==> src/rtl/colgen_pkg.sv <==
package colgen_pkg;

  // width of the log2(length) field of a latched burst mode
  localparam int LG_W = 3;

  typedef struct packed {
    logic            full;  // full-page walk
    logic            ilv;   // interleaved ordering
    logic [LG_W-1:0] lg;    // log2 of fixed burst length
  } burst_mode_t;

endpackage

==> src/rtl/colgen_mode_dec.sv <==
module colgen_mode_dec
  import colgen_pkg::*;
#(
  parameter int BL_W   = 3,
  parameter int MAX_LG = 3
) (
  input  logic [BL_W-1:0] blen_code,
  input  logic            ilv_sel,
  output burst_mode_t     mode
);

  localparam logic [BL_W-1:0] FULL_CODE = '1;

  always_comb begin
    mode.full = (blen_code == FULL_CODE);
    // full page always walks sequentially
    mode.ilv  = ilv_sel & ~mode.full;
    mode.lg   = '0;
    // reserved codes fall back to a single beat
    if (!mode.full && (int'(blen_code) <= MAX_LG))
      mode.lg = LG_W'(blen_code);
  end

endmodule

==> src/rtl/colgen_addr_calc.sv <==
module colgen_addr_calc
  import colgen_pkg::*;
#(
  parameter int COL_W = 9
) (
  input  logic [COL_W-1:0] base,
  input  logic [COL_W-1:0] beat,
  input  burst_mode_t      mode,
  output logic [COL_W-1:0] col,
  output logic             final_beat
);

  // ones in the low lg bits: selects the bits that move inside the block
  function automatic logic [COL_W-1:0] blk_mask(input logic [LG_W-1:0] lg);
    logic [COL_W-1:0] m;
    m = '0;
    for (int i = 0; i < COL_W; i++)
      if (i < int'(lg)) m[i] = 1'b1;
    return m;
  endfunction

  // sequential order: low bits count up from the start and wrap in the block
  function automatic logic [COL_W-1:0] seq_col(input logic [COL_W-1:0] b,
                                                input logic [COL_W-1:0] k,
                                                input logic [COL_W-1:0] m);
    return (b & ~m) | ((b + k) & m);
  endfunction

  // interleaved order: low bits are the start bits XOR the beat number
  function automatic logic [COL_W-1:0] ilv_col(input logic [COL_W-1:0] b,
                                                input logic [COL_W-1:0] k,
                                                input logic [COL_W-1:0] m);
    return (b & ~m) | ((b ^ k) & m);
  endfunction

  logic [COL_W-1:0] mask;

  always_comb begin
    mask = blk_mask(mode.lg);
    if (mode.full)
      col = base + beat;             // modulo 2**COL_W across the row
    else if (mode.ilv)
      col = ilv_col(base, beat, mask);
    else
      col = seq_col(base, beat, mask);
    final_beat = !mode.full && (beat == mask);
  end

endmodule

==> src/rtl/colgen_beat_ctr.sv <==
module colgen_beat_ctr
  import colgen_pkg::*;
#(
  parameter int COL_W = 9
) (
  input  logic             clk,
  input  logic             rst_n,
  input  logic             start,
  input  logic             stop,
  input  logic [COL_W-1:0] start_col,
  input  burst_mode_t      mode_in,
  input  logic             final_beat,
  output logic             active,
  output logic [COL_W-1:0] beat,
  output logic [COL_W-1:0] base,
  output burst_mode_t      mode_q
);

  always_ff @(posedge clk) begin
    if (!rst_n) begin
      active <= 1'b0;
      beat   <= '0;
      base   <= '0;
      mode_q <= '0;
    end else if (start) begin
      // a start wins over terminate and over a running burst
      active <= 1'b1;
      beat   <= '0;
      base   <= start_col;
      mode_q <= mode_in;
    end else if (stop) begin
      active <= 1'b0;
      beat   <= '0;
    end else if (active) begin
      if (final_beat) begin
        active <= 1'b0;
        beat   <= '0;
      end else begin
        beat <= beat + COL_W'(1);
      end
    end
  end

endmodule

==> src/rtl/colgen_burst_addr.sv <==
module colgen_burst_addr
  import colgen_pkg::*;
#(
  parameter int COL_W  = 9,
  parameter int BL_W   = 3,
  parameter int MAX_LG = 3
) (
  input  logic             clk,
  input  logic             rst_n,
  input  logic             start_i,
  input  logic [COL_W-1:0] start_col_i,
  input  logic [BL_W-1:0]  blen_i,
  input  logic             ilv_i,
  input  logic             stop_i,
  output logic [COL_W-1:0] col_o,
  output logic             valid_o,
  output logic             last_o
);

  burst_mode_t      mode_new;
  burst_mode_t      mode_q;
  logic             active;
  logic [COL_W-1:0] beat;
  logic [COL_W-1:0] base;
  logic [COL_W-1:0] col;
  logic             final_beat;

  // named events for the checker
  logic             mode_full;
  logic             burst_end_evt;

  colgen_mode_dec #(.BL_W(BL_W), .MAX_LG(MAX_LG)) u_dec (
    .blen_code (blen_i),
    .ilv_sel   (ilv_i),
    .mode      (mode_new)
  );

  colgen_beat_ctr #(.COL_W(COL_W)) u_ctr (
    .clk        (clk),
    .rst_n      (rst_n),
    .start      (start_i),
    .stop       (stop_i),
    .start_col  (start_col_i),
    .mode_in    (mode_new),
    .final_beat (final_beat),
    .active     (active),
    .beat       (beat),
    .base       (base),
    .mode_q     (mode_q)
  );

  colgen_addr_calc #(.COL_W(COL_W)) u_calc (
    .base       (base),
    .beat       (beat),
    .mode       (mode_q),
    .col        (col),
    .final_beat (final_beat)
  );

  assign mode_full     = mode_q.full;
  assign burst_end_evt = active & final_beat;

  assign col_o   = col;
  assign valid_o = active;
  assign last_o  = burst_end_evt;

endmodule

==> config.mk <==
export PLATFORM = sky130hd
export DESIGN_NAME = colgen_burst_addr
export DESIGN_NICKNAME = d
export VERILOG_FILES = /design/src/rtl/colgen_pkg.sv /design/src/rtl/colgen_mode_dec.sv /design/src/rtl/colgen_addr_calc.sv /design/src/rtl/colgen_beat_ctr.sv /design/src/rtl/colgen_burst_addr.sv
export SDC_FILE = /design/constraint.sdc
export NUM_CORES = 1
export LEC_CHECK = 0
export CORE_MARGIN = 1
export CORE_UTILIZATION = 45
export DETAILED_ROUTE_END_ITERATION = 10
export PLACE_DENSITY = 0.68
export SYNTH_ARGS = -nofsm -noshare
export SYNTH_HDL_FRONTEND = slang
export SYNTH_SLANG_ARGS = --single-unit
==> constraint.sdc <==
create_clock -name clk -period 3.3 [get_ports clk]
set_input_delay 0.66 -clock clk [delete_from_list [all_inputs] [get_ports clk]]
set_output_delay 0.66 -clock clk [all_outputs]
set_load 0.02 [all_outputs]
Yosys cells after proc, flatten, opt, wreduce, memory -nomap -nowiden

Index checks and enable logic that the tools add are counted.
W data, S select, Z words.

Bits in registers: 24
Bits in latches: 0
Bits in writable memories: 0
ROM bits: 0
Input bits: 17
Output and inout port bits: 11
Logic and storage cells: 49
Memories kept: 0

Add/subtract/negate cells: 2
Multipliers: 0
Divide/modulo/power cells: 0
Order comparisons: 8
Eq/ne operators: 2
Shift-type cells: 0
Muxes and demuxes: 15
Bitwise gates (word level): 11
Reductions and logical operators: 5

Operators by type and width:

| operator              | number |
|---|---|
| $mux W9               | 3 |
| $and A9 B7 Y9         | 2 |
| $or A9 B9 Y9          | 2 |
| $mux W1               | 11 |
| $add A9 B1 Y9 const B | 1 |
| $add A9 B9 Y9         | 1 |
| $and A9 B9 Y9         | 1 |
| $eq A9 B7 Y1          | 1 |
| $lt A3 B3 Y1 const A  | 3 |
| $not A7 Y9            | 1 |
| $xor A9 B9 Y9         | 1 |
| $lt A1 B3 Y1 const A  | 2 |
| $lt A2 B3 Y1 const A  | 2 |
| $eq A3 B3 Y1 const B  | 1 |
| $le A3 B2 Y1 const B  | 1 |
| $mux W3               | 1 |
| $reduce_or A3 Y1      | 1 |
| $and A1 B1 Y1         | 2 |
| $logic_and A1 B1 Y1   | 2 |
| $logic_not A1 Y1      | 2 |
| $not A1 Y1            | 2 |

Logic depth before layout (Yosys ltp)

Gate-level depths: netlist (run 1).

Depth after elaboration: 8
Depth in mapped cells: 7
Gate-level depth less buffers: 7

By module

From an unflattened synthesis (run 1), not the netlist that was laid out.

Cell total of the unflattened synthesis: 214
Area, all modules: 1798.0 µm²

Modules (own cells, without submodules):

| module            | times used | cells each | area an instance (µm²) | seq. area each (µm²) |
|---|---|---|---|---|
| colgen_beat_ctr   | 1          | 94         | 988.4                  | 480.5 |
| colgen_addr_calc  | 1          | 113        | 754.5                  | 0.0 |
| colgen_mode_dec   | 1          | 6          | 48.8                   | 0.0 |
| colgen_burst_addr | 1          | 1          | 6.3                    | 0.0 |

Worst setup path before layout (run 1)

OpenSTA, ideal clock, no wires.

Path kind: register to output
From: register u_ctr.beat[0]
To: output port col_o[8]
Arrival: 2335 ps
Required time: 2640 ps
Setup slack: 305 ps
Stages on the path, launching flop included: 8
Path buffers: 0
Cell sequence: dfxtp_1 ha_1 fa_1 a211oi_1 o21ai_0 a31oi_1 xnor2_1 o32ai_1

Word-level cells in the longest chain between the ends: 5

Ends and longest elaborated chain:

| item                   | RTL line                                       | RTL |
|---|---|---|
| from (decl)            | colgen_beat_ctr.sv:14                          | `output logic [COL_W-1:0] beat,` |
| from (signal assigned) | colgen_beat_ctr.sv:39                          | `beat <= beat + COL_W'(1);` |
| $add A9 B9 Y9 (*)      | colgen_addr_calc.sv:26, colgen_addr_calc.sv:41 |  |
| $and A9 B7 Y9          | colgen_addr_calc.sv:26                         | `return (b & ~m) \| ((b + k) & m);` |
| $or A9 B9 Y9           | colgen_addr_calc.sv:26                         |  |
| $mux W9                | colgen_addr_calc.sv:42                         | `else if (mode.ilv)` |
| $mux W9 (*)            | colgen_addr_calc.sv:40                         | `if (mode.full)` |
| to (decl)              | colgen_burst_addr.sv:15                        | `output logic [COL_W-1:0] col_o,` |

Mark *: on every way between the ends. The rest lies on a longest branch, timed or not.

Final worst setup path (run 1)

From: register u_ctr.beat[0]
To: output port col_o[4]

The elaborated chain is that of the path after synthesis.

==> impl_table.tex, run 1 <==
\begin{tabular}{lr}
\hline
Metric & Value \\
\hline
\multicolumn{2}{l}{\textbf{Outcome}} \\
\quad Outcome & finished clean \\
\multicolumn{2}{l}{\textbf{Finish}} \\
\quad Layout overhead on the synthesized area & 24.7\% \\
\quad Number of fill cells & 347 \\
\quad Post-layout net count & 289 \\
\quad Number of inserted diodes & 0 \\
\quad Multi-input combinational cell area & approximately 1300 µm² \\
\quad Total area of sequential cells & 482 µm² \\
\quad Fraction of layout cells with a size suffix above 1 & 13.8\% \\
\quad Final non-filler cell total & 309 \\
\multicolumn{2}{l}{\textbf{Synth}} \\
\quad Number of warnings reported in the yosys synthesis log & 0 \\
\quad Sequential share of the synthesized area & between 20\% and 30\% \\
\quad Main combinational cell family by area after synthesis & compound AO/OA/AOI/OAI gates \\
\quad Share of Yosys cell area claimed by the top area cell type & 26.1\% \\
\quad Share of the synthesized netlist area taken by xor and xnor gates & 5.70\% \\
\quad Largest cells by area after synthesis & dfxtp\_1 (26\%), ha\_1 (6.1\%), mux2i\_1 (5.4\%) \\
\quad Avg Cell Area, Syn & 8.19 µm² \\
\quad Synth cell count leaders & dfxtp\_1 (24), nor2\_1 (16), o21ai\_0 (14), a21oi\_1 (13) \\
\quad Mapped Nets & 252 \\
\quad Library cell occupying the most area in the post-synthesis netlist & dfxtp\_1 \\
\quad Simple-gate portion of the synthesized area & a little under a quarter \\
\quad Count of flip-flops with a built-in enable after synthesis & 0 \\
\quad Count of distinct cell types in the synthesized netlist & 55 \\
\quad Area fraction in compound gates after synthesis & 26.3\% \\
\quad Post-Synthesis Cell Area & about 1800 µm² \\
\quad Proportion of synthesized area in mux cells & 6.04\% \\
\quad Post-synthesis sequential element count & 24 \\
\quad Fraction of registers with async set/reset & 0\% \\
\quad Synth Instances & 225 \\
\quad Most repeated cell in the gate-level netlist after synthesis & dfxtp\_1 \\
\quad Primary flip-flop cell chosen by synthesis mapping & dfxtp\_1 \\
\quad Adder-Cell Fraction of Synth Area & $\sim$7\% \\
\multicolumn{2}{l}{\textbf{Floorplanning}} \\
\quad Die ar. & between 4000 and 5000 µm² \\
\quad Horizontal die dimension & 66.0 µm \\
\quad Count of pins on the block boundary & 28 \\
\quad Placement row count & 22 \\
\quad Die Y-Extent & $\sim$66 µm \\
\quad Initial standard-cell utilization of the core & between 40\% and 50\% \\
\quad Core area & 3800 µm² \\
\multicolumn{2}{l}{\textbf{Power and ir drop}} \\
\quad Cell internal power dissipation & 0.476 mW \\
\quad Leakage power figure & 0.922 nW \\
\quad Total design power & 0.656 mW \\
\quad Peak supply drop & 0.185 mV \\
\quad Part of the total power dissipated in the clock network & 31.7\% \\
\quad Total net switching power & around 0.18 mW \\
\quad Power density relative to cell area & 285 nW/µm² \\
\quad Seq pwr share & $\sim$47\% \\
\quad Comb pwr share & approximately a fifth \\
\quad Switching Share & 27.4\% \\
\multicolumn{2}{l}{\textbf{Setup path}} \\
\quad Critical path required time & about 2600 ps \\
\quad Family of cells with the greatest summed delay on the critical path & adder cells \\
\quad Launch point of the worst reg-to-reg path & u\_ctr.mode\_q[2] \\
\quad Category of the worst setup path capture point & output port \\
\quad Maximum fanout count along the critical path & 3 \\
\quad Most numerous cell on the critical path & nor3\_1 \\
\quad Count of buffer and inverter cells on the critical path & 2 \\
\quad Worst-path cell chain & ha\_1, fa\_1, buf\_4, a21o\_1, a211oi\_2, nor2\_1, nor3\_1, nor3\_1, dlygate4sd2\_1 \\
\quad Start-to-end type of the worst setup path & reg -> out \\
\quad Flop2flop setup slack & 1390 ps \\
\quad Crit-path max cell delay & 420 ps \\
\quad Cell count of the worst reg-to-reg path & 7 \\
\quad CP startpoint kind & flop \\
\quad Critical Path Slowest Stage Cell & fa\_1 \\
\quad Capture point of the worst reg-to-reg path & u\_ctr.beat[6] \\
\quad Worst Path Arrival & 2560 ps \\
\multicolumn{2}{l}{\textbf{Timing}} \\
\quad Final Hold Viols & 0 \\
\quad Largest clock skew in the final design & 2.65 ps \\
\quad Max-Slew Margin vs Limit & 71.4\% \\
\quad Sum Neg Setup Slack & 0 ps \\
\quad Final WS setup & 80.3 ps \\
\quad Highest clock frequency the design can meet & 0.311 GHz \\
\quad Slew Limit Fails & 0 \\
\quad Final cycle utilization of the critical path & 97.6\% \\
\quad Final worst path period need & between 3000 and 4000 ps \\
\quad Final-layout worst hold slack & 531 ps \\
\quad Actual slew at the worst max-slew pin & 424 ps \\
\quad Final setup vio count & 0 \\
\multicolumn{2}{l}{\textbf{Clocking}} \\
\quad Hold buffer count at cts & 0 \\
\quad Maximum clock insertion buffer count & 2 \\
\quad H-Tree Level Count & 1 \\
\quad Clock-pin slew on the worst setup and hold paths & 90 ps \\
\quad Source-to-sink clock delay at the later pin of the worst-skew pair & around 270 ps \\
\quad Clock tree root buffer cell & clkbuf\_8 \\
\quad CTS tree & yes \\
\quad Total clock buffers created by CTS & 3 \\
\quad Number of clock sinks & 24 \\
\quad Post-CTS Setup Bufs & 0 \\
\multicolumn{2}{l}{\textbf{Place}} \\
\quad Count of port buffers added during placement & 27 \\
\quad Setup WS pre-CTS & -4.25 ps \\
\quad DPL Wire Length & around 3400 µm \\
\quad Routability cong. & 0.843 \\
\quad Count of placed standard cells including taps & 305 \\
\multicolumn{2}{l}{\textbf{Min path}} \\
\quad Hold Path Cell Cnt & 2 \\
\quad Destination of the worst hold path & u\_ctr.active \\
\quad Min-delay src & u\_ctr.active \\
\quad Class of the most critical hold timing path & reg -> reg \\
\multicolumn{2}{l}{\textbf{GRT}} \\
\quad Number of antenna violations at the first check in global routing & 0 \\
\quad First-pass GRT wire length & 7260 µm \\
\quad Number of global-route vias before repair & 1550 \\
\quad Total grt overflow & 0 \\
\quad Pin count of the biggest net entering global routing & 19 \\
\quad GRT Overall Usage & 21.8\% \\
\multicolumn{2}{l}{\textbf{Drt}} \\
\quad Sum of routed wire length over all layers & 4530 µm \\
\quad Vias per cell & 5.65 \\
\quad Avg WL per Cell & 14.7 µm \\
\quad Highest routing layer actually used & met4 \\
\quad Total iterations of the first detailed-routing run & 4 \\
\quad Met1 WL & 2240 µm \\
\quad Violation count after the first detailed-routing iteration & between 100 and 150 \\
\quad Wire length on met3 & 232 µm \\
\quad Post-route antenna net violation count & 0 \\
\quad DRC violation count after routing & 0 \\
\quad Wire length on met2 & 2030 µm \\
\quad Routed via count & about 1700 \\
\multicolumn{2}{l}{\textbf{Flow run}} \\
\quad Number of maximum-capacitance constraint violations & 0 \\
\hline
\end{tabular}
==> layout make-up <==
type	count	area share (%)
multi-input combinational	182	56.3
sequential	24	21.0
timing repair buffer	43	16.4
tap	48	2.61
clock buffer	4	2.40
inverter	8	1.31
==> placed cells by master (no fill, tap or decap), drive strengths merged, types with 7 or more instances in the layout <==
cell / n
a211oi: 12
a21oi: 13
buf: 16
clkdlybuf4s50: 23
dfxtp: 24
ha: 9
inv: 7
mux2i: 10
nand2: 12
nor2: 16
nor2b: 12
nor3: 11
o21ai: 14
xnor2: 7
==> per-stage QoR <==
stage	util, %	area (µm²)
floorplan	-	1840
global placement	58.8	2230
detailed placement	58.8	2230
CTS	60.1	2280
global route	60.5	2300
finish	60.5	2300
==> tightest hold or removal path: cells and delay by family, from the launching register on <==
kind            cells  cell delay (ps)
flops               1              350
compound gates      1               60
simple gates        1               80
==> worst max path at each step <==
stage / depth (start not counted) / startpoint / end / slack (ps)
after global routing: 9 / u_ctr.base[0] / col_o[4] / -50
after CTS: 8 / u_ctr.beat[0] / col_o[6] / 1
after detailed placement: 8 / u_ctr.beat[0] / col_o[6] / -4
after global placement: 8 / u_ctr.beat[0] / col_o[6] / 20
after floorplan: 7 / u_ctr.beat[0] / col_o[8] / 310
final: 9 / u_ctr.beat[0] / col_o[4] / 80
==> flip-flops by register name (all words and copies together), names as in the netlist <==
register,count
u_ctr.active,1
u_ctr.beat,9
u_ctr.base,9
u_ctr.mode_q,5
==> kinds of logic (layout without fill, tap and decap cells) <==
kind of cell               Yosys count  count (layout)
muxes                               11              11
DFF                                 24              24
xor gates and xnor gates            12              12
buffers and inverters               19              55
and+or+nand+nor                     80              80
adders and majority gates           10              10
AOI/OAI and AO/OA                   69              69
==> metal layers <==
| layer | vias up | GRT usage [%] |
|---|---|---|
| met5 | - | 0 |
| met3 | 2 | 2.59 |
| met2 | 40 | 36.1 |
| met4 | 0 | 3.19 |
| li1 | 905 | - |
| met1 | 800 | 30.6 |
==> power groups by stage <==
stage          Clock, mW  Combinational (mW)  Sequential [mW]
3_3_place_gp           0               0.139            0.316
5_1_grt            0.222               0.152            0.311
6_report           0.208               0.139            0.310
2_1_floorplan          0              0.0816            0.313
3_5_place_dp           0               0.139            0.316
4_1_cts            0.210               0.138            0.310
==> what timing repair did <==
item	in CTS	in global routing
endpoints found under the hold margin	0	0
endpoints found under the setup margin	4	5
gates resized for setup	6	9
No activity file was read; power rests on OpenSTA's default activity.
==> run 2, diff against run 1 <==
--- a/config.mk
+++ b/config.mk
@@ -5,10 +5,12 @@
 export SDC_FILE = /design/constraint.sdc
 export NUM_CORES = 1
 export LEC_CHECK = 0
+export ABC_AREA = 1
 export CORE_MARGIN = 1
 export CORE_UTILIZATION = 45
+export CTS_CLUSTER_SIZE = 20
 export DETAILED_ROUTE_END_ITERATION = 10
-export PLACE_DENSITY = 0.68
+export PLACE_DENSITY = 0.69
 export SYNTH_ARGS = -nofsm -noshare
 export SYNTH_HDL_FRONTEND = slang
 export SYNTH_SLANG_ARGS = --single-unit
==> run 2 against run 1 <==
  * Register-to-register slack gained 220 ps
  * Clock power grew 25%
  * Maximum frequency grew 5.6%
  * Hold slack lost 20 ps
  * Non-clock buffer count shrank 14
  * Sequential share of layout area grew 2.2 points
  * First-iteration DRC count shrank 29%
  * Clock skew grew 3.5 ps
  * Via count shrank 4.5%
  * Critical endpoint unchanged
  * Largest cell class unchanged
==> impl_table.tex, run 2 <==
\begin{tabular}{lr}
\hline
Metric & Value \\
\hline
\multicolumn{2}{l}{\textbf{Setup path}} \\
\quad CP startpoint kind & flop \\
\quad Worst Path Arrival & 2390 ps (-170 ps) \\
\quad Maximum fanout count along the critical path & 5 (+2) \\
\quad Flop2flop setup slack & 1610 ps (+220 ps) \\
\quad Critical path required time & 2640 ps (about the same) \\
\quad Category of the worst setup path capture point & output port \\
\quad Start-to-end type of the worst setup path & reg -> out \\
\multicolumn{2}{l}{\textbf{Finish}} \\
\quad Commonest non-fill, non-tap cells in the layout & nand2\_1 (60), nor2\_1 (43), inv\_1 (33), clkdlybuf4s50\_1 (24), dfxtp\_1 (24) \\
\quad Number of inserted diodes & 0 (unchanged) \\
\quad Final non-filler cell total & 336 (+8.7\%) \\
\quad Fraction of layout cells with a size suffix above 1 & 4.48\% (-9.3 points) \\
\quad Layout overhead on the synthesized area & 23.6\% \\
\quad Post-layout net count & 318 (+10\%) \\
\quad Number of fill cells & 342 (-1.4\%) \\
\quad Final Core Density & 60.2\% (-0.35 points) \\
\quad Most frequent standard cell in the layout excluding fill and tap cells & nand2\_1 \\
\quad Post-Layout Inst Area & 2070 µm² (-9.9\%) \\
\quad Largest regs & u\_ctr.base x9, u\_ctr.beat x9, u\_ctr.mode\_q x5 \\
\multicolumn{2}{l}{\textbf{GRT}} \\
\quad First-pass GRT wire length & 7230 µm (-0.37\%) \\
\quad Number of global-route vias before repair & 1606 (+3.6\%) \\
\quad Number of antenna violations at the first check in global routing & 0 (unchanged) \\
\quad Total grt overflow & 0 (unchanged) \\
\quad Pin count of the biggest net entering global routing & 15 (-4) \\
\quad GRT Overall Usage & 23.0\% (+1.3 points) \\
\multicolumn{2}{l}{\textbf{Floorplanning}} \\
\quad Die ar. & 3970 µm² (-8.8\%) \\
\quad Placement row count & 21 (-4.5\%) \\
\quad Initial standard-cell utilization of the core & 48.7\% (+0.16 points) \\
\quad Core area & 3440 µm² (-9.4\%) \\
\quad Count of pins on the block boundary & 28 (unchanged) \\
\quad Die Y-Extent & 63.0 µm (-4.5\%) \\
\quad Horizontal die dimension & 63.0 µm (-4.5\%) \\
\multicolumn{2}{l}{\textbf{Synth}} \\
\quad Sequential share of the synthesized area & 28.7\% (+2.6 points) \\
\quad Synth cell count leaders & nand2\_1 (60), nor2\_1 (43), inv\_1 (33), dfxtp\_1 (24), o21ai\_0 (19) \\
\quad Count of flip-flops with a built-in enable after synthesis & 0 (unchanged) \\
\quad Primary flip-flop cell chosen by synthesis mapping & dfxtp\_1 \\
\quad Avg Cell Area, Syn & 6.39 µm² (-22\%) \\
\quad Post-synthesis sequential element count & 24 (unchanged) \\
\quad Fraction of registers with async set/reset & 0\% (unchanged) \\
\quad Count of distinct cell types in the synthesized netlist & 29 (-47\%) \\
\quad Mapped Nets & 289 (+15\%) \\
\quad Most repeated cell in the gate-level netlist after synthesis & nand2\_1 \\
\quad Post-Synthesis Cell Area & 1680 µm² (-9.1\%) \\
\quad Library cell occupying the most area in the post-synthesis netlist & dfxtp\_1 \\
\quad Largest cells by area after synthesis & dfxtp\_1 (29\%), nand2\_1 (13\%), nor2\_1 (9.6\%) \\
\quad Synth Instances & 262 (+16\%) \\
\quad Share of Yosys cell area claimed by the top area cell type & 28.7\% (+2.6 points) \\
\quad Number of warnings reported in the yosys synthesis log & 0 (unchanged) \\
\multicolumn{2}{l}{\textbf{Timing}} \\
\quad Final WS setup & 251 ps (+171 ps) \\
\quad Max-Slew Margin vs Limit & 70.2\% (-1.2 points) \\
\quad Final setup vio count & 0 (unchanged) \\
\quad Final cycle utilization of the critical path & 92.4\% (-5.2 points) \\
\quad Final Hold Viols & 0 (unchanged) \\
\quad Slew Limit Fails & 0 (unchanged) \\
\quad Final-layout worst hold slack & 511 ps (-20.0 ps) \\
\quad Highest clock frequency the design can meet & 0.328 GHz (+5.6\%) \\
\quad RSZ-0062 raised after global routing & no \\
\quad Sum Neg Setup Slack & 0 ps (unchanged) \\
\quad Actual slew at the worst max-slew pin & 445 ps (+20.9 ps) \\
\quad Final worst path period need & 3050 ps (-171 ps) \\
\quad Largest clock skew in the final design & 6.14 ps (+3.49 ps) \\
\multicolumn{2}{l}{\textbf{Drt}} \\
\quad Vias per cell & 4.97 (-12\%) \\
\quad Sum of routed wire length over all layers & 4070 µm (-10\%) \\
\quad Violation count after the first detailed-routing iteration & 72 (-29\%) \\
\quad DRC violation count after routing & 0 (unchanged) \\
\quad Avg WL per Cell & 12.1 µm (-17\%) \\
\quad Total iterations of the first detailed-routing run & 4 (unchanged) \\
\quad Post-route antenna net violation count & 0 (unchanged) \\
\quad Routed via count & 1669 (-4.5\%) \\
\multicolumn{2}{l}{\textbf{Clocking}} \\
\quad Maximum clock insertion buffer count & 2 (unchanged) \\
\quad H-Tree Level Count & 1 (unchanged) \\
\quad CTS tree & yes \\
\quad Number of clock sinks & 24 (unchanged) \\
\quad Clock tree root buffer cell & clkbuf\_8 \\
\quad Total clock buffers created by CTS & 3 (unchanged) \\
\quad Clock-pin slew on the worst setup and hold paths & 90 ps (about the same) \\
\quad Source-to-sink clock delay at the later pin of the worst-skew pair & 270 ps (about the same) \\
\quad Hold buffer count at cts & 0 (unchanged) \\
\multicolumn{2}{l}{\textbf{Place}} \\
\quad Count of port buffers added during placement & 27 (unchanged) \\
\quad Routability cong. & 0.876 (+4.0\%) \\
\quad Dpl cell area & 2000 µm² (-11\%) \\
\quad Count of placed standard cells including taps & 332 (+8.9\%) \\
\quad Setup WS pre-CTS & 307 ps (+312 ps) \\
\quad DPL Wire Length & 3290 µm (-2.8\%) \\
\multicolumn{2}{l}{\textbf{Power and ir drop}} \\
\quad Leakage power figure & 0.982 nW (+6.6\%) \\
\quad Power density relative to cell area & 344 nW/µm² (+20\%) \\
\quad Total design power & 0.712 mW (+8.6\%) \\
\quad Peak supply drop & 0.275 mV (+48\%) \\
\multicolumn{2}{l}{\textbf{Min path}} \\
\quad Class of the most critical hold timing path & reg -> reg \\
\multicolumn{2}{l}{\textbf{Flow run}} \\
\quad Number of maximum-capacitance constraint violations & 0 (unchanged) \\
\multicolumn{2}{l}{\textbf{Outcome}} \\
\quad Outcome & finished clean \\
\hline
\end{tabular}
-- run 2: layer usage --
metal | part of all wire (%) | global-route usage [%]
met5 | 0 | 0
met4 | 0.69 | 4.36
met3 | 3.1 | 4.38
met2 | 49 | 39.1
met1 | 47 | 30.0
-- run 2: power breakdown --
| part | total, mW | switching, mW | internal [mW] |
|---|---|---|---|
| Clock | 0.260 | 0.0977 | 0.162 |
| Combinational | 0.138 | 0.0741 | 0.0640 |
| Sequential | 0.314 | 0.0135 | 0.300 |
| Total | 0.712 | 0.185 | 0.527 |
-- run 2: critical path: stages, from the launching register on --
cell,delay (ps)
dfxtp_1,360
ha_1,240
fa_1,410
nand2_1,100
nand3_1,100
o21ai_0,140
xor2_1,220
nand2_1,70
nand3_1,70
nand2_1,50
nand2_1,40
dlygate4sd2_1,320
-- run 2: kinds of logic (layout without fill, tap and decap cells) --
group,count (synthesis),count (layout),synth area share (%)
xor gates and xnor gates,11,11,5.75
AOI/OAI and AO/OA,43,43,14.9
muxes,1,1,0.597
adders and majority gates,10,10,7.92
and+or+nand+nor,133,133,33.0
DFF,24,24,28.7
buffers and inverters,40,68,9.19
-- run 2: repair_timing --
action	CTS	global route
buffers inserted	0	0
gates resized for setup	1	2
hold endpoints to repair	0	0
setup endpoints to repair	1	2
-- run 2: layout make-up --
class / count / area [µm²] / area share, %
Timing Repair Buffer: 29 / 289 / 14.0
Inverter: 35 / 131 / 6.34
Tap cell: 46 / 57.6 / 2.78
Multi-Input combinational cell: 198 / 1040 / 50.3
Clock inverter: 1 / 30.0 / 1.45
Clock buffer: 3 / 41.3 / 1.99
Sequential cell: 24 / 480 / 23.2
-- run 2: worst paths after layout --
| kind | start | end | cells past startpoint |
|---|---|---|---|
| setup / recovery | u_ctr.beat[0] | col_o[4] | 11 |
| hold / removal | u_ctr.base[6] | u_ctr.base[6] | 2 |
| setup reg to reg | u_ctr.beat[1] | u_ctr.beat[8] | 7 |
| hold reg to reg | u_ctr.base[6] | u_ctr.base[6] | 2 |
==> run 3, diff against run 2 <==
--- a/config.mk
+++ b/config.mk
@@ -11,6 +11,7 @@
 export CTS_CLUSTER_SIZE = 20
 export DETAILED_ROUTE_END_ITERATION = 10
 export PLACE_DENSITY = 0.69
+export SETUP_SLACK_MARGIN = 0.5
 export SYNTH_ARGS = -nofsm -noshare
 export SYNTH_HDL_FRONTEND = slang
 export SYNTH_SLANG_ARGS = --single-unit
==> run 3 against run 2 <==
  * Final cell count rose by 0.60%
  * Sequential power barely moved
  * Critical path depth fell by 3
  * Core utilization rose by 1.3 points
  * Clock skew rose by 0.69 ps
  * Sequential share of layout area fell by 0.066 points
  * Maximum frequency rose by 13%
  * Global-route usage rose by 0.15 points
  * Critical path type unchanged
  * Largest cell class unchanged
  * Highest routed layer unchanged
==> impl_table.tex, run 3 (synthesized netlist as in run 2, its figures left out) <==
\begin{tabular}{lr}
\hline
Metric & Value \\
\hline
\multicolumn{2}{l}{\textbf{Drt}} \\
\quad Violation count after the first detailed-routing iteration & 74 (+2.8\%) \\
\quad Routed via count & 1686 (+1.0\%) \\
\quad Wire length on met3 & 106 µm (-17\%) \\
\quad Wire length on met2 & 2020 µm (+1.8\%) \\
\quad Vias per cell & 4.99 (+0.42\%) \\
\quad Total iterations of the first detailed-routing run & 4 (unchanged) \\
\quad Post-route antenna net violation count & 0 (unchanged) \\
\quad Sum of routed wire length over all layers & 4120 µm (+1.2\%) \\
\quad Avg WL per Cell & 12.2 µm (+0.56\%) \\
\quad DRC violation count after routing & 0 (unchanged) \\
\quad Met1 WL & 1960 µm (+1.7\%) \\
\quad Highest routing layer actually used & met4 \\
\multicolumn{2}{l}{\textbf{Power and ir drop}} \\
\quad Switching Share & 26.5\% (+0.44 points) \\
\quad Total net switching power & 0.188 mW (+1.3\%) \\
\quad Peak supply drop & 0.292 mV (+6.2\%) \\
\quad Power density relative to cell area & 336 nW/µm² (-2.4\%) \\
\quad Cell internal power dissipation & 0.522 mW (-0.93\%) \\
\quad Leakage power figure & 0.980 nW (-0.21\%) \\
\quad Part of the total power dissipated in the clock network & 36.7\% (+0.2 points) \\
\quad Comb pwr share & 19.0\% (-0.4 points) \\
\quad Seq pwr share & 44.3\% (+0.2 points) \\
\multicolumn{2}{l}{\textbf{Setup path}} \\
\quad Crit-path max cell delay & 370 ps (-40 ps) \\
\quad Category of the worst setup path capture point & output port \\
\quad Capture point of the worst reg-to-reg path & u\_ctr.beat[6] \\
\quad Most numerous cell on the critical path & nand3\_1 \\
\quad Launch point of the worst reg-to-reg path & u\_ctr.mode\_q[4] \\
\quad Flop2flop setup slack & 1660 ps (+50 ps) \\
\quad Critical Path Slowest Stage Cell & ha\_2 \\
\quad Start-to-end type of the worst setup path & reg -> out \\
\quad Count of buffer and inverter cells on the critical path & 1 (unchanged) \\
\quad Critical path required time & 2640 ps (about the same) \\
\quad Worst-path cell chain & ha\_2, nand3\_1, nand3\_1, a21oi\_1, or2\_2, nand3\_1, o31ai\_1, clkdlybuf4s15\_1 \\
\quad Maximum fanout count along the critical path & 5 (unchanged) \\
\quad Cell count along the critical path & 8 (-3) \\
\quad Family of cells with the greatest summed delay on the critical path & simple AND/OR/NAND/NOR gates \\
\quad Worst Path Arrival & 2030 ps (-360 ps) \\
\quad Launching instance or port of the critical path & u\_ctr.beat[2] \\
\quad Critical path endpoint & col\_o[5] \\
\quad Cell count of the worst reg-to-reg path & 9 (+2) \\
\quad CP startpoint kind & flop \\
\multicolumn{2}{l}{\textbf{Place}} \\
\quad Count of placed standard cells including taps & 332 (unchanged) \\
\quad Routability cong. & 0.876 (unchanged) \\
\quad DPL Wire Length & 3290 µm (unchanged) \\
\quad Count of port buffers added during placement & 27 (unchanged) \\
\multicolumn{2}{l}{\textbf{Finish}} \\
\quad Number of inserted diodes & 0 (unchanged) \\
\quad Most frequent standard cell in the layout excluding fill and tap cells & nand2\_1 \\
\quad Layout overhead on the synthesized area & 26.2\% \\
\quad Largest regs & u\_ctr.base x9, u\_ctr.beat x9, u\_ctr.mode\_q x5 \\
\quad Final non-filler cell total & 338 (+0.60\%) \\
\quad Fraction of layout cells with a size suffix above 1 & 11.3\% (+6.8 points) \\
\quad Commonest non-fill, non-tap cells in the layout & nand2\_1 (59), nor2\_1 (43), inv\_1 (33), dfxtp\_1 (19), clkdlybuf4s50\_1 (18) \\
\quad Post-layout net count & 320 (+0.63\%) \\
\multicolumn{2}{l}{\textbf{GRT}} \\
\quad Number of antenna violations at the first check in global routing & 0 (unchanged) \\
\quad Total grt overflow & 0 (unchanged) \\
\quad GRT Overall Usage & 23.2\% (+0.15 points) \\
\quad First-pass GRT wire length & 7290 µm (+0.86\%) \\
\quad Number of global-route vias before repair & 1623 (+1.1\%) \\
\quad Pin count of the biggest net entering global routing & 15 (unchanged) \\
\multicolumn{2}{l}{\textbf{Clocking}} \\
\quad Total clock buffers created by CTS & 3 (unchanged) \\
\quad Source-to-sink clock delay at the later pin of the worst-skew pair & 270 ps (about the same) \\
\quad Clock tree root buffer cell & clkbuf\_8 \\
\quad H-Tree Level Count & 1 (unchanged) \\
\quad Number of clock sinks & 24 (unchanged) \\
\quad Hold buffer count at cts & 0 (unchanged) \\
\quad Clock-pin slew on the worst setup and hold paths & 90 ps (about the same) \\
\quad CTS tree & yes \\
\quad Maximum clock insertion buffer count & 2 (unchanged) \\
\multicolumn{2}{l}{\textbf{Min path}} \\
\quad Class of the most critical hold timing path & reg -> reg \\
\multicolumn{2}{l}{\textbf{Timing}} \\
\quad Actual slew at the worst max-slew pin & 438 ps (-6.81 ps) \\
\quad Slew Limit Fails & 0 (unchanged) \\
\quad RSZ-0062 raised after global routing & yes \\
\quad Max-Slew Margin vs Limit & 70.7\% (+0.46 points) \\
\quad Highest clock frequency the design can meet & 0.371 GHz (+13\%) \\
\quad Final setup vio count & 0 (unchanged) \\
\quad Sum Neg Setup Slack & 0 ps (unchanged) \\
\quad Largest clock skew in the final design & 6.84 ps (+0.695 ps) \\
\quad Final cycle utilization of the critical path & 81.7\% (-11 points) \\
\quad Final worst path period need & 2690 ps (-354 ps) \\
\quad Final Hold Viols & 0 (unchanged) \\
\multicolumn{2}{l}{\textbf{Floorplanning}} \\
\quad Die ar. & 3970 µm² (unchanged) \\
\quad Placement row count & 21 (unchanged) \\
\quad Die Y-Extent & 63.0 µm (unchanged) \\
\quad Horizontal die dimension & 63.0 µm (unchanged) \\
\quad Core area & 3440 µm² (unchanged) \\
\quad Count of pins on the block boundary & 28 (unchanged) \\
\quad Initial standard-cell utilization of the core & 48.7\% (unchanged) \\
\multicolumn{2}{l}{\textbf{Outcome}} \\
\quad Outcome & finished clean \\
\multicolumn{2}{l}{\textbf{Flow run}} \\
\quad Number of maximum-capacitance constraint violations & 0 (unchanged) \\
\hline
\end{tabular}
run 3: changes by cell type in the layout (fill, tap and decap cells not counted), moves of 3 or more:
cell	before	now
clkdlybuf4s50_1	24	18
dfxtp_1	24	19
dfxtp_2	0	4
ha_1	9	6
run 3: per-layer routing:
metal | vias up | GRT usage (%)
met2 | 29 | 39.7
met5 | - | 0
met4 | 0 | 4.36
li1 | 902 | -
met3 | 2 | 4.38
met1 | 753 | 30.0
run 3: tightest hold or removal path, delay by kind of cell, from the launching register on:
family | cells | cell delay [ps]
flip-flops | 1 | 320
buffers and inverters | 1 | 90
AO/OA/AOI/OAI | 1 | 60
run 3: area by class of cell:
class                           instances  area (µm²)
Fill cell                             340        1330
Multi-Input combinational cell        198        1090
Sequential cell                        24         489
Timing Repair Buffer                   31         278
Inverter                               35         131
Tap cell                               46        57.6
Clock buffer                            3        41.3
Clock inverter                          1        30.0
run 3: worst min-delay path by stage:
stage | start | end | cells past startpoint
global placement | u_ctr.base[6] | u_ctr.base[6] | 2
detailed placement | u_ctr.base[6] | u_ctr.base[6] | 2
global route | u_ctr.base[6] | u_ctr.base[6] | 2
finish | u_ctr.base[6] | u_ctr.base[6] | 2
CTS | u_ctr.base[6] | u_ctr.base[6] | 2
floorplan | u_ctr.base[6] | u_ctr.base[6] | 2
run 3: power by group through the flow:
stage / Sequential, mW / Combinational [mW] / Clock (mW)
CTS: 0.314 / 0.133 / 0.268
detailed placement: 0.321 / 0.140 / 0
finish: 0.314 / 0.135 / 0.261
floorplan: 0.315 / 0.0829 / 0
global route: 0.316 / 0.153 / 0.280
global placement: 0.321 / 0.139 / 0
run 3: what timing repair did:
item,CTS,global route
setup buffers,0,2
gates resized for setup,19,24
setup endpoints to repair,9,8
pin swaps,0,4
run 3: through the flow:
| step | power [mW] | area [µm²] | setup slack, ps | hold WS, ps | utilization, % |
|---|---|---|---|---|---|
| CTS | 0.715 | 2060 | 311 | 520 | 59.9 |
| detailed placement | 0.461 | 2000 | 307 | 507 | 58.0 |
| floorplan | 0.398 | 1680 | 764 | 442 | - |
| global route | 0.749 | 2110 | 451 | 539 | 61.4 |
| finish | 0.710 | 2110 | 605 | 511 | 61.4 |
| global placement | 0.460 | 2000 | 339 | 507 | 58.0 |
